--- config.mk ---
export PLATFORM = sky130hd
export DESIGN_NAME = wdog_timer
export DESIGN_NICKNAME = d
export VERILOG_FILES = /design/src/rtl/wdog_timer.sv
export SDC_FILE = /design/constraint.sdc
export NUM_CORES = 1
export LEC_CHECK = 0
export CORE_MARGIN = 8
export CORE_UTILIZATION = 51
export DETAILED_ROUTE_END_ITERATION = 8
export DONT_BUFFER_PORTS = 1
export PLACE_DENSITY_LB_ADDON = 0.2
export SLEW_MARGIN = 40
export SYNTH_ARGS = -nofsm -noshare
export SYNTH_HDL_FRONTEND = slang
export SYNTH_SLANG_ARGS = --single-unit
--- constraint.sdc ---
create_clock -name clk -period 2.1 [get_ports clk]
set_input_delay 0.315 -clock clk [delete_from_list [all_inputs] [get_ports clk]]
set_output_delay 0.315 -clock clk [all_outputs]
set_load 0.02 [all_outputs]
--- src/rtl/wdog_timer.sv ---
module wdog_timer #(
  parameter int CNT_W = 16,
  parameter int PRE_W = 8,
  parameter int DW    = 32,
  parameter int AW    = 4
) (
  input  logic          clk,
  input  logic          rst_n,
  input  logic [AW-1:0] bus_addr,
  input  logic          bus_we,
  input  logic [DW-1:0] bus_wdata,
  output logic [DW-1:0] bus_rdata,
  output logic          rst_req,
  output logic          irq
);
  localparam int DIV_W = 7;
  localparam logic [AW-1:0] OFS_CTRL = AW'(0);
  localparam logic [AW-1:0] OFS_RLD  = AW'(4);
  localparam logic [AW-1:0] OFS_CNT  = AW'(8);
  localparam logic [CNT_W-1:0] CNT_INIT = CNT_W'(1) << (CNT_W - 1);
  localparam logic [PRE_W-1:0] PRE_INIT = PRE_W'(1) << (PRE_W - 1);
  localparam int CW = PRE_W + 8;

  logic             run_en, rst_en, irq_en;
  logic [1:0]       div_sel;
  logic [PRE_W-1:0] pre_val, pre_cnt;
  logic [DIV_W-1:0] div_cnt, div_mask;
  logic [CNT_W-1:0] reload, cnt;
  logic             wr_ctrl, wr_rld, wr_cnt, pre_tick, tick, expire;
  logic [CW-1:0]    ctrl_word;

  assign wr_ctrl  = bus_we && (bus_addr == OFS_CTRL);
  assign wr_rld   = bus_we && (bus_addr == OFS_RLD);
  assign wr_cnt   = bus_we && (bus_addr == OFS_CNT);
  assign pre_tick = run_en && (pre_cnt == pre_val);
  assign div_mask = {div_sel == 2'd3, div_sel[1], div_sel != 2'd0, 4'hF};
  assign tick     = pre_tick && ((div_cnt & div_mask) == div_mask);
  assign expire   = tick && (cnt == '0) && !wr_cnt;
  assign ctrl_word = {pre_val, 2'b00, run_en, div_sel, irq_en, 1'b0, rst_en};

  always_comb begin
    bus_rdata = '0;
    case (bus_addr)
      OFS_CTRL: bus_rdata = DW'(ctrl_word);
      OFS_RLD:  bus_rdata = DW'(reload);
      OFS_CNT:  bus_rdata = DW'(cnt);
      default:  bus_rdata = '0;
    endcase
  end

  always_ff @(posedge clk or negedge rst_n) begin
    if (!rst_n) begin
      run_en  <= 1'b0;
      rst_en  <= 1'b1;
      irq_en  <= 1'b0;
      div_sel <= 2'd3;
      pre_val <= PRE_INIT;
      reload  <= CNT_INIT;
    end else begin
      if (wr_ctrl) begin
        rst_en  <= bus_wdata[0];
        irq_en  <= bus_wdata[2];
        div_sel <= bus_wdata[4:3];
        run_en  <= bus_wdata[5];
        pre_val <= bus_wdata[8 +: PRE_W];
      end
      if (wr_rld) reload <= bus_wdata[CNT_W-1:0];
    end
  end

  always_ff @(posedge clk or negedge rst_n) begin
    if (!rst_n) begin
      pre_cnt <= '0;
      div_cnt <= '0;
    end else if (!run_en) begin
      pre_cnt <= '0;
      div_cnt <= '0;
    end else begin
      pre_cnt <= pre_tick ? '0 : pre_cnt + 1'b1;
      if (pre_tick) div_cnt <= div_cnt + 1'b1;
    end
  end

  always_ff @(posedge clk or negedge rst_n) begin
    if (!rst_n)       cnt <= CNT_INIT;
    else if (wr_cnt)  cnt <= bus_wdata[CNT_W-1:0];
    else if (tick)    cnt <= (cnt == '0) ? reload : cnt - 1'b1;
  end

  always_ff @(posedge clk or negedge rst_n) begin
    if (!rst_n) begin
      irq     <= 1'b0;
      rst_req <= 1'b0;
    end else begin
      irq <= expire && irq_en;
      if (expire && rst_en) rst_req <= 1'b1;
    end
  end

  AST_RST_STICKY: assert property (@(posedge clk) disable iff (!rst_n) rst_req |=> rst_req);
  AST_IRQ_PULSE: assert property (@(posedge clk) disable iff (!rst_n) irq |=> !irq);
  AST_IRQ_AT_ZERO: assert property (@(posedge clk) disable iff (!rst_n) irq |-> ($past(cnt) == '0));
  AST_HOLD_STOPPED: assert property (@(posedge clk) disable iff (!rst_n) (!run_en && !wr_cnt) |=> $stable(cnt));
  AST_NO_RST_OFF: assert property (@(posedge clk) disable iff (!rst_n) (!rst_en && !rst_req) |=> !rst_req);
endmodule

# [Yosys cells after proc, flatten, opt, wreduce, memory -nomap -nowiden]
# Index checks and enable logic that the tools add are counted.
[classes] add_sub_neg=3 eq_ne=6 muxes=8 n_bitwise=1 n_reduce_logical=14
[op_table] cell="16-bit two-way mux" n=3
[op_table] cell="16-bit one-hot mux with 3 select lines" n=1
[op_table] cell="16-bit logical NOT" n=1
[op_table] cell="8-bit two-way mux" n=2
[op_table] cell="16-bit by 1-bit subtractor with 16-bit output (second input constant)" n=1
[op_table] cell="7-bit two-way mux" n=2
[op_table] cell="1-bit logical AND" n=9
[op_table] cell="8-bit by 1-bit adder with 8-bit output (second input constant)" n=1
[op_table] cell="8-bit equality test" n=1
[op_table] cell="7-bit by 1-bit adder with 7-bit output (second input constant)" n=1
[op_table] cell="7-bit bitwise AND" n=1
[op_table] cell="7-bit equality test" n=1
[op_table] cell="4-bit by 3-bit equality test with 1-bit output (second input constant)" n=1
[op_table] cell="4-bit equality test (second input constant)" n=1
[op_table] cell="4-bit logical NOT" n=1
[op_table] cell="2-bit nonzero test" n=2
[op_table] cell="2-bit equality test (second input constant)" n=1
[op_table] cell="2-bit by 1-bit inequality test with 1-bit output (second input constant)" n=1
[op_table] cell="1-bit logical NOT" n=1
[totals] register_bits=62 input_bits=39 word_cells=43

# [Depth between registers and ports, before layout]
[logic_depth] ltp_word=7 depth_mapped=8

# [Worst setup path after synthesis]
# OpenSTA, ideal clock, no wires.
[synth_timing] kind="register to register" startpoint="register cnt[0]" endpoint="register cnt[6]" setup_ps=127 arrival_time_ps=2029 required_ps=1973 setup_slack_ps=-56 stages_incl_launch_ff=8 synth_period_minus_slack_ps=2156 cell_sequence="dfrtp_1 -> inv_1 -> ha_1 -> or4b_4 -> or4_4 -> nor3_4 -> mux2i_1 -> o211ai_2"
[synth_between] elab_chain_cells=4 elab_cells_between_ends=5 classes_between="add/sub: 1; mux: 3; reduce/logical: 1"
[synth_lines] element="from (decl)" line="28" text="logic [CNT_W-1:0] reload, cnt;"
[synth_lines] element="from (signal assigned)" line="86" text="else if (wr_cnt) cnt <= bus_wdata[CNT_W-1:0];"
[synth_lines] element="from (signal assigned)" line="87" text="else if (tick) cnt <= (cnt == '0) ? reload : cnt - 1'b1;"
[synth_lines] element="16-bit by 1-bit subtractor with 16-bit output or 16-bit logical NOT (tied branches)" line="87"
[synth_lines] element="16-bit two-way mux (*) (2 in a row)" line="87"
[synth_lines] element="16-bit two-way mux (*)" line="86"
# Every way passes the cells marked *; elsewhere a longest branch is shown, timed or not. The select of a mux whose other input is x is not followed.
# A chain may end at the register's enable or synchronous reset.

# [Worst setup path after layout]
# Same ends and word-level chain as after synthesis.

==> flow_summary_export.csv <==
group,metric,value,unit
outcome,status,"complete, but fails checks",
outcome,violations,"setup timing",
floorplanning,io_pins,73,
cts,path_clk_slew,80,ps
global_routing,grt_pass1_vias,2999,
critical_path,slowest_stage,"or4b_4",
drt,ant_nets,0,
global_routing,antenna_found_initial,0,
drt,post_drt_wl_per_cell,19.1,um
pwr,p_seq_share,47.0,%
sta,fmax,463,MHz
cts,cts.sinks,62,
cells_and_area,multiInputGateArea,1960,um2
cts,worstSkewPairLatency,340,ps
synthesis,synth_cells,371,
drt,drc_errors,0,
placement,dp_slack,-57.5,ps
critical_path,reg2reg_from,"cnt[0]$_DFFE_PN0P_",
drt,drtIter0Drc,227,
placement,place_inst,487,
floorplanning,die_h,101,um
synthesis,synthesis.area,3670,um2
synthesis,synth-seq-cells,62,
pwr,power.density,833,nW/um2
cells_and_area,fillers,632,
synthesis,synth_edf_count,0,
critical_path,required,2320,ps
sta,hold_viol,0,
floorplanning,start_util,51.7,%
critical_path,crit_path_start_kind,"flop",
critical_path,cp_max_fo,4,
critical_path,crit_chain,"inv_2 -> ha_4 -> or4b_4 -> or4_4 -> nor3_4 -> mux2i_1 -> o211ai_2",
cells_and_area,fin_util,60.1,%
synthesis,yosys_warnings,0,
sta,finalCriticalPeriod,2160,ps
global_routing,grt-ovfl-total,0,
cts,root_buffer,"clkbuf_8",
pwr,switching_power,1.12,mW
cells_and_area,final_cell_mix,"dfrtp_1, buf_4, nor2_1",
pwr,power_leakage,1.88,nW
hold_path,hp-start,"bus_wdata[9]",
pwr,swShare,31.4,%
placement,port_buffers,0,
placement,place_congestion,0.881,
cts,cts_max_level,3,
sta,fin_skew,11.6,ps
pwr,peakVddDrop,0.000443,V
sta,period_share,103,%
cells_and_area,register_area,1560,um2
hold_path,hold_class,"in2reg",
drt,firstDrtPassIters,6,
cells_and_area,final_common_cell,"dfrtp_1",
synthesis,post_synth.cell_area_avg,9.89,um2
cells_and_area,finalNonFillerCells,506,
critical_path,cp_num_buf_inv,1,
cells_and_area,drive_above_1_share,27.8,%
critical_path,ff2ff_setup_slack,-60,ps
floorplanning,num_rows,31,
cells_and_area,syn_to_final_growth,16.3,%
synthesis,async_reset_ff_share,100,%
sta,maxSlewViolCount,0,
sta,rsz0062_at_grt,"yes",
pwr,pwr-share-comb,22.7,%
cells_and_area,num_antenna_cells,0,
global_routing,track_usage,19.6,%
cells_and_area,layout.nets,445,
sta,fin_ws,-61.5,ps
cts,cts.path.max_buffers,2,
critical_path,cp.arrival,2380,ps
sta,hold_ws,105,ps
pwr,p_int,2.44,mW
critical_path,setup.worst_path.start,"cnt[0]$_DFFE_PN0P_",
critical_path,crit_path_end_kind,"flop",
synthesis,synthFlopType,"dfrtp_1",
placement,hpwl,6800,um
cts,cts_buffers,9,
pwr,power_frac_clock,30.3,%
floorplanning,die_w,101,um
flow_run,maxCapViolCount,0,
global_routing,grt_pass1_wl,15400,um
drt,vias_per_cell,5.93,
drt,routed_wl,9640,um
critical_path,critPathKind,"reg2reg",
cts,tritoncts,"done",
floorplanning,dieArea,10200,um2
global_routing,grt_start_max_net_pins,63,
synthesis,yosysSeqAreaShare,42.5,%
critical_path,cpLargestDelayFamily,"simple AND/OR/NAND/NOR gates",
sta,finalSetupViolCount,2,
critical_path,max_stage_delay,470,ps
floorplanning,core_area,7100,um2
drt,via_count,3002,
synthesis,synthDistinctLibCells,53,
-- worst reg2reg max path: stages, from the launching register on --
cell	delay [ps]
dfrtp_1	390
inv_2	90
ha_4	140
or4b_4	470
or4_4	470
nor3_4	160
mux2i_1	240
o211ai_2	80
-- sequential cells by signal (all words and copies together), names as in the netlist --
name     cells
rst_req      1
irq          1
cnt         16
irq_en       1
reload      16
div_sel      2
rst_en       1
pre_cnt      8
run_en       1
div_cnt      7
pre_val      8
-- power groups by stage --
stage	combinational [mW]	clock (mW)	sequential, mW
floorplan	0.579	0	1.60
global placement	0.717	0	1.68
detailed placement	0.732	0	1.68
CTS	0.779	1.10	1.66
global route	0.879	1.15	1.70
finish	0.806	1.08	1.67
-- cell usage after synthesis (2+ instances only) --
cell type / instances / area share (%)
nand3_1: 20 / 2.7
o211ai_1: 4 / 0.82
nand4bb_1: 2 / 0.61
buf_4: 17 / 3.5
nor3b_1: 2 / 0.41
or3_1: 2 / 0.34
mux2_2: 29 / 8.9
a31o_2: 2 / 0.48
nor4_1: 6 / 1.0
o21ai_0: 9 / 1.2
buf_2: 7 / 0.95
nor3_1: 8 / 1.1
xor2_1: 11 / 2.6
clkbuf_1: 12 / 1.2
mux2i_1: 2 / 0.55
ha_1: 4 / 1.4
a22o_1: 3 / 0.72
a211oi_1: 2 / 0.41
inv_1: 19 / 1.9
nand3b_1: 2 / 0.41
a211o_1: 7 / 1.7
dfrtp_1: 56 / 38
xnor2_1: 16 / 3.8
dfstp_2: 6 / 4.3
and3_1: 5 / 0.85
or4_1: 2 / 0.41
nand4_1: 7 / 1.2
nor2_1: 30 / 3.1
o31ai_1: 2 / 0.41
a222oi_1: 13 / 3.5
nor4b_2: 2 / 0.82
a21oi_1: 22 / 3.0
nand2_1: 20 / 2.0
-- per-stage QoR --
stage | setup TNS (ps) | power, mW | instance area [um2]
floorplan | -63.8 | 2.18 | 3720
global placement | -63.1 | 2.39 | 3950
CTS | -83.8 | 3.54 | 4200
finish | -101 | 3.56 | 4270
detailed placement | -90.4 | 2.42 | 3950
global route | -480 | 3.74 | 4270
-- path summary, 6_finish.rpt --
check	to	cells past startpoint
worst min register to register	reload[14]$_DFFE_PN0P_	1
worst max register to register	cnt[6]$_DFFE_PN0P_	7
max in group asynchronous	pre_val[7]$_DFFE_PN1P_	2
worst min-delay path	cnt[9]$_DFFE_PN0P_	2
worst max-delay path	cnt[6]$_DFFE_PN0P_	7
min in group asynchronous	reload[6]$_DFFE_PN0P_	2
-- final cells by class --
class	count	area share [%]
Tap cell	99	2.90
Inverter	19	1.67
Clock inverter	3	0.997
Clock buffer	13	3.72
Timing Repair Buffer	43	8.27
Multi-Input combinational cell	267	45.9
Sequential cell	62	36.5
-- what timing repair did --
| item | 4_1_cts | 5_1_grt |
|---|---|---|
| setup buffers | 0 | 1 |
| pin swaps | 0 | 1 |
| hold buffers | 2 | 0 |
| resized for setup | 2 | 11 |
| endpoints found under the hold margin | 62 | 0 |
| cloned | 0 | 0 |
| setup endpoints to repair | 3 | 15 |
-- per-layer routing --
metal / wire (um) / global-route usage (%) / up-vias / part of all wire [%]
met2: 4660 / 29.8 / 109 / 48
met1: 4020 / 24.8 / 1490 / 42
li1: - / - / 1384 / -
met3: 769 / 6.15 / 19 / 8.0
met5: 0 / 0 / - / 0
met4: 198 / 8.84 / 0 / 2.1
-- cells by family after synthesis --
family | Yosys count | share of synthesized area [%]
adders and majority gates | 4 | 1.36
buffers and inverters | 57 | 8.01
muxes | 31 | 9.45
and+or+nand+nor | 119 | 18.3
DFF | 62 | 42.5
other | 1 | 0.102
AOI/OAI and AO/OA | 70 | 13.8
xor gates and xnor gates | 27 | 6.45
Note: power is estimated with default switching activity, not from simulation.
